===== config.mk =====
export PLATFORM = sky130hd
export DESIGN_NAME = req_timeout_mon
export DESIGN_NICKNAME = d
export VERILOG_FILES = /design/src/rtl/req_timeout_mon.sv
export SDC_FILE = /design/constraint.sdc
export NUM_CORES = 1
export LEC_CHECK = 0
export ABC_AREA = 1
export BUFFER_PORTS_ARGS = -buffer_cell sky130_fd_sc_hd__clkbuf_2
export CAP_MARGIN = 30
export CORE_AREA = 3 3 127 129
export CTS_BUF_LIST = sky130_fd_sc_hd__clkbuf_4 sky130_fd_sc_hd__clkbuf_8 sky130_fd_sc_hd__clkbuf_16
export DETAILED_ROUTE_END_ITERATION = 6
export DIE_AREA = 0 0 130 132
export PLACE_DENSITY = 0.76
export SLEW_MARGIN = 20
export SYNTH_ARGS = -nofsm -noshare
export SYNTH_HDL_FRONTEND = slang
export SYNTH_SLANG_ARGS = --single-unit

===== constraint.sdc =====
create_clock -name clk -period 3.3 [get_ports clk]
set_input_delay 0.33 -clock clk [delete_from_list [all_inputs] [get_ports clk]]
set_output_delay 0.33 -clock clk [all_outputs]
set_load 0.02 [all_outputs]

===== src/rtl/req_timeout_mon.sv =====
`timescale 1ns/1ps
module req_timeout_mon #(
  parameter int NCH    = 2,
  parameter int PSW    = 3,
  parameter int PERW   = 16,
  parameter int PSBASE = 8
) (
  input  logic            clk,
  input  logic            rst_n,
  input  logic [NCH-1:0]  wait_i,
  input  logic [NCH-1:0]  req_i,
  input  logic            psc_we,
  input  logic [31:0]     psc_wdata,
  input  logic            per_we,
  input  logic [31:0]     per_wdata,
  input  logic            ctl_we,
  input  logic [31:0]     ctl_wdata,
  input  logic            clr_we,
  input  logic [31:0]     clr_wdata,
  output logic [NCH-1:0]  tmo_flag_o,
  output logic            irq_o
);
  localparam int PCW     = PSBASE + (1 << PSW) - 1;
  localparam int FLAGPOS = 8;
  localparam int IEPOS   = 8;

  logic [NCH-1:0] en_q, ie_q, per_zero;
  logic unused_bits;
  assign unused_bits = ^{psc_wdata, per_wdata, ctl_wdata, clr_wdata};

  always_ff @(posedge clk) begin
    if (!rst_n) begin
      en_q <= '0;
      ie_q <= '0;
    end else if (ctl_we) begin
      en_q <= ctl_wdata[NCH-1:0];
      ie_q <= ctl_wdata[IEPOS +: NCH];
    end
  end

  for (genvar i = 0; i < NCH; i++) begin : g_ch
    logic [PSW-1:0]  ps_q;
    logic [PERW-1:0] per_q, tc_q;
    logic [PCW-1:0]  pc_q;
    logic [PCW:0]    div_m1;
    logic            flag_q, restart, run, tick_last, fire, clr_hit;

    assign div_m1    = ({{PCW{1'b0}}, 1'b1} << (PSBASE + int'(ps_q))) - 1'b1;
    assign tick_last = (pc_q == div_m1[PCW-1:0]);
    assign restart   = !en_q[i] || !wait_i[i] || req_i[i];
    assign run       = !restart && !flag_q && (per_q != '0);
    assign fire      = run && tick_last && (tc_q == per_q - 1'b1);
    assign clr_hit   = clr_we && clr_wdata[FLAGPOS + i];

    always_ff @(posedge clk) begin
      if (!rst_n) begin
        ps_q  <= '0;
        per_q <= '0;
      end else begin
        if (psc_we) ps_q  <= psc_wdata[4*i +: PSW];
        if (per_we) per_q <= per_wdata[PERW*i +: PERW];
      end
    end

    always_ff @(posedge clk) begin
      if (!rst_n || restart) begin
        pc_q <= '0;
        tc_q <= '0;
      end else if (run) begin
        if (tick_last) begin
          pc_q <= '0;
          tc_q <= fire ? '0 : tc_q + 1'b1;
        end else begin
          pc_q <= pc_q + 1'b1;
        end
      end
    end

    always_ff @(posedge clk) begin
      if (!rst_n)       flag_q <= 1'b0;
      else if (fire)    flag_q <= 1'b1;
      else if (clr_hit) flag_q <= 1'b0;
    end

    assign tmo_flag_o[i] = flag_q;
    assign per_zero[i]   = (per_q == '0);
  end

  assign irq_o = |(tmo_flag_o & ie_q);
endmodule



-- Word level (Yosys, flattened, before mapping)
Index checks and enable logic that the tools add are counted.
- RAM bits: 0
- output and inout bits: 3
- bits in registers: 106
- bits of input ports: 138
- latch bits: 0
- memories kept: 0
- logic and storage cells: 69
- ROM bits: 0
- shifts and indexed selects: 2
- multiplexer cells: 8
- reductions and logical operators: 32
- bitwise gates (word level): 1
- $lt $le $gt $ge: 0
- $mul: 0
- $add $sub $neg: 10
- divide/modulo/power cells: 0
- eq/ne operators: 4
- operator list (kind ; count):
    adder 16 x 1 -> 16 bit, second input constant ; 2
    equality test 16 bit ; 2
    2-to-1 mux 16 bit ; 2
    nonzero test 16 bit ; 2
    subtractor 16 x 1 -> 16 bit, second input constant ; 2
    adder 15 x 1 -> 15 bit, second input constant ; 2
    equality test 15 bit ; 2
    2-to-1 mux 15 bit ; 2
    left shift 1 x 5 -> 15 bit, first input constant ; 2
    subtractor 15 x 1 -> 15 bit, second input constant ; 2
    adder 4 x 3 -> 5 bit, first input constant ; 2
    logical AND 1 bit ; 10
    zero test 1 bit ; 9
    logical OR 1 bit ; 6
    2-to-1 mux 1 bit ; 4
    AND reduction 2 bit ; 2
    nonzero test 2 bit ; 2
    bitwise AND 2 bit ; 1
    OR reduction 2 bit ; 1

-- Depth between registers and ports, before layout
- word-level depth: 9
- mapped depth: 18
- gate-level depth less buffers: 17

-- Worst setup path before layout
Ideal clock, no wire load.
- kind: reg-to-reg
- start: register g_ch[1].ps_q[1]
- end: register g_ch[1].tc_q[6]
- setup slack: 1.228 ns
- clock period less this slack: 2.072 ns
- required time: 3.184 ns
- setup time: 0.116 ns
- stages on the path, launching flop included: 17
- data arrival time: 1.956 ns
- path buffers: 1
- cell sequence: dfxtp_1 > inv_1 > nand3_1 > ha_1 > inv_1 > nand2_1 > nand2_1 > nand2_1 > nand2_1 > nor2_1 > nand2_1 > nor2_4 > nand3_4 > buf_6 > nor2_1 > xor2_1 > nor2_1
- longest elaborated chain between the ends: 7
- elaborated cells between the ends (all ways): 8
- those cells by class: add/sub (2); eq/ne (1); shift (1); mux (1); reduce/logical (3)
- RTL lines (what ; line ; RTL):
    from (decl) ; 42 ; logic [PSW-1:0] ps_q;
    from (signal assigned) ; 60 ; if (psc_we) ps_q <= psc_wdata[4*i +: PSW];
    adder 4 x 3 -> 5 bit (*) ; 48 ; assign div_m1 = ({{PCW{1'b0}}, 1'b1} << (PSBASE + int'(ps_q))) - 1'b1;
    left shift 1 x 5 -> 15 bit (*) ; 48 ;
    subtractor 15 x 1 -> 15 bit (*) ; 48 ;
    equality test 15 bit (*) ; 49 ; assign tick_last = (pc_q == div_m1[PCW-1:0]);
    logical AND 1 bit (2 in a row) ; 52 ; assign fire = run && tick_last && (tc_q == per_q - 1'b1);
    2-to-1 mux 16 bit ; 72 ; tc_q <= fire ? '0 : tc_q + 1'b1;
    to (signal assigned) ; 72 ;
    to (decl) ; 43 ; logic [PERW-1:0] per_q, tc_q;
Mark *: on every way between the ends. The rest lies on a longest branch, timed or not.
A chain may end at the register's enable or synchronous reset.

-- Worst setup path after layout
- start: register g_ch[1].ps_q[2]
- end: register g_ch[1].pc_q[9]
- longest elaborated chain between the ends: 5
- RTL lines (what ; line ; RTL):
    adder 4 x 3 -> 5 bit ; 48 ;
    left shift 1 x 5 -> 15 bit ; 48 ;
    subtractor 15 x 1 -> 15 bit ; 48 ;
    equality test 15 bit ; 49 ;
    2-to-1 mux 15 bit ; 70 ; if (tick_last) begin
    to (signal assigned) ; 74 ; pc_q <= pc_q + 1'b1;
    to (decl) ; 44 ; logic [PCW-1:0] pc_q;
Every way passes these cells.

==> impl_metrics.py <==
metrics = {
    "outcome": {
        "status": "completed",
    },
    "synth": {
        "synth_seq_cells": 106,
        "avgSynthCellArea_um2": 6.397,
        "synth_nets": 1197,
        "netlist_area_mm2": 0.006710,
        "ys_types": 41,
        "ys_seq_area_share_pct": 31.62,
        "synthCells": 1049,
        "ys_warn_count": 0,
    },
    "place": {
        "dp.cells": 1273,
        "dp_hpwl_um": 11830,
        "pre_cts_ws_ns": 0.8055,
        "globalplace.congestion": 0.9080,
        "io_buffers": 56,
        "dpl_cell_area_mm2": 0.007119,
    },
    "die": {
        "start_util_pct": 44.30,
        "die-area_mm2": 0.01716,
        "dieHeight_um": 132,
        "num_rows": 45,
        "io_pins": 141,
        "die-width_um": 130,
        "core_area_mm2": 0.01515,
    },
    "global_routing": {
        "grt_pass1_vias": 5837,
        "antenna_found_initial": 0,
        "grt_overflow": 0,
        "grt_max_degree": 43,
        "grt_first_pass_wirelength_um": 26220,
        "grt_use_total_pct": 18.21,
    },
    "timing": {
        "rsz0062_at_grt": "no",
        "hold_viol": 0,
        "max_freq_mhz": 398.8,
        "setup_slack_ns": 0.7923,
        "fin_crit_sh_pct": 75.99,
        "fin_worst_skew_ns": 0.01113,
        "layout_min_cycle_time_ns": 2.508,
        "tns_ns": 0,
        "slew_viol_final": 0,
        "slew_headroom_pct": 48.47,
        "finalSetupViolCount": 0,
        "worst_slew_pin_slew_ns": 0.7658,
    },
    "cts": {
        "clkSinkCount": 106,
        "ctsResizeCount": 0,
        "cts_max_path_buffers": 2,
        "cts.clk_slew.worst_paths_ns": 0.07,
        "cts-hold-fix-buffers": 0,
        "root_buffer": "clkbuf_16",
        "cts_setup_buffers": 0,
        "ctsHtreeMaxLevel": 3,
        "tritoncts": "yes",
        "cts_buffers": 9,
        "clock_latency_ns": 0.36,
    },
    "setup_path": {
        "path_class": "reg -> reg",
        "worst_setup_path_end_kind": "register",
        "worst_setup_path_start_kind": "register",
        "cp.required_ns": 3.55,
        "worstPathArrival_ns": 2.76,
        "crit_fanout": 13,
    },
    "finish": {
        "final_cell_mix": "nand2_1, nor2_1, inv_1",
        "seq_area_mm2": 0.002122,
        "layout_commonest_cell": "nand2_1",
        "antennaDiodeCount": 0,
        "final_cell_area_mm2": 0.007420,
        "fill_cells": 1535,
        "layoutNonFillerInstCount": 1288,
        "multi_input_area_mm2": 0.003928,
        "drive_gt1_share_pct": 10.45,
        "area_growth_pct": 10.57,
        "num-nets-final": 1244,
    },
    "routing": {
        "drt_iter0_drc": 371,
        "vias": 6451,
        "drc_errors": 0,
        "wl_um": 15260,
        "wire_per_inst_um": 11.85,
        "postRouteAntennaNets": 0,
        "vias_per_cell": 5.009,
        "drt_pre_antenna_iters": 5,
    },
    "power": {
        "leakagePower_uw": 0.003245,
        "ir_drop_mv": 0.2908,
        "p_per_area_mw_per_mm2": 390.0,
    },
    "job": {
        "maxCapViolCount": 0,
    },
    "min_path": {
        "hold_class": "in -> reg",
    },
}
## routing by layer
metal  track usage, %  share of wire, %  vias to the layer above
li1                 -                 -                     3436
met1            25.95                49                     2828
met2            27.82                43                      169
met3            3.404               6.2                       18
met4            5.600               1.7                        0
met5                0                 0                        -
## synthesized netlist by cell type (all sizes together)
cell type,instances,area share (%)
a221oi,1,0.13
nand2b,1,0.093
xnor2,16,2.1
nand4,30,2.9
a21o,2,0.22
a22o,1,0.13
dfxtp,106,32
inv,142,8.0
a21oi,53,4.0
nand3,87,6.8
a211oi,1,0.11
clkinv,1,0.056
buf,8,1.0
nor3b,2,0.22
a21boi,1,0.17
nand2,242,14
o21bai,2,0.22
nand3b,8,0.90
o21ai,57,4.3
ha,10,1.9
nor4,8,0.84
xor2,50,6.5
or2,5,0.47
clkbuf,14,0.78
nor3,23,2.0
nor2,178,11
## through the flow
step | util (%) | power (uW) | hold slack [ns]
after floorplan | - | 1705 | 0.4508
after global placement | 47.01 | 1809 | 0.4682
after detailed placement | 47.01 | 1815 | 0.4756
after CTS | 48.99 | 2923 | 0.1780
after global routing | 48.99 | 3041 | 0.1892
final | 48.99 | 2893 | 0.1947
## path summary, 6_finish.rpt
path | cells after the start | start | slack, ns | to
hold reg to reg | 2 | g_ch[1].pc_q[2]$_SDFFE_PP0P_ | 0.48 | g_ch[1].pc_q[2]$_SDFFE_PP0P_
setup / recovery | 16 | g_ch[1].ps_q[2]$_SDFFE_PN0P_ | 0.79 | g_ch[1].pc_q[9]$_SDFFE_PP0P_
setup reg to reg | 16 | g_ch[1].ps_q[2]$_SDFFE_PN0P_ | 0.79 | g_ch[1].pc_q[9]$_SDFFE_PP0P_
hold / removal | 3 | per_wdata[11] | 0.19 | g_ch[0].per_q[11]$_SDFFE_PN0P_
## area by class of cell
class                           count  share of cell area (%)
Clock buffer                        9                   3.035
Clock inverter                      6                   1.012
Inverter                          143                   7.268
Multi-Input combinational cell    778                   52.93
Sequential cell                   106                   28.60
Tap cell                          188                   3.170
Timing Repair Buffer               58                   3.980
## kinds of logic (layout without fill, tap and decap cells)
kind of cell / after synthesis / after routing / share of synthesized area, %
compound gates: 118 / 118 / 9.248
xor+xnor: 66 / 66 / 8.615
fa+ha+maj: 10 / 10 / 1.865
buf+inv: 165 / 216 / 9.845
flops: 106 / 106 / 31.62
simple gates: 584 / 584 / 38.80
## registers in the layout, summed over array words and instances (netlist names)
| signal | cells |
|---|---|
| g_ch.ps_q | 6 |
| g_ch.pc_q | 30 |
| g_ch.tc_q | 32 |
| g_ch.flag_q | 2 |
| en_q | 2 |
| ie_q | 2 |
| g_ch.per_q | 32 |
## power breakdown
group / internal, uW / total, uW / switching (uW)
registers: 1310 / 1360 / 42.1
logic: 161 / 434 / 273
clock network: 595 / 1100 / 508
## worst max-delay path, cell delays in order (launching register included)
cell	delay, ns
dfxtp_1	0.51
inv_4	0.10
nand2_2	0.10
ha_1	0.27
inv_1	0.09
nand2_1	0.06
nand2_1	0.05
nand2_1	0.08
nand2_1	0.06
nor2_1	0.08
nand2_1	0.08
nor2_4	0.17
nand3_4	0.20
nand2_2	0.29
inv_1	0.11
o21ai_0	0.08
a21oi_1	0.06
No activity file was read; power rests on OpenSTA's default activity.
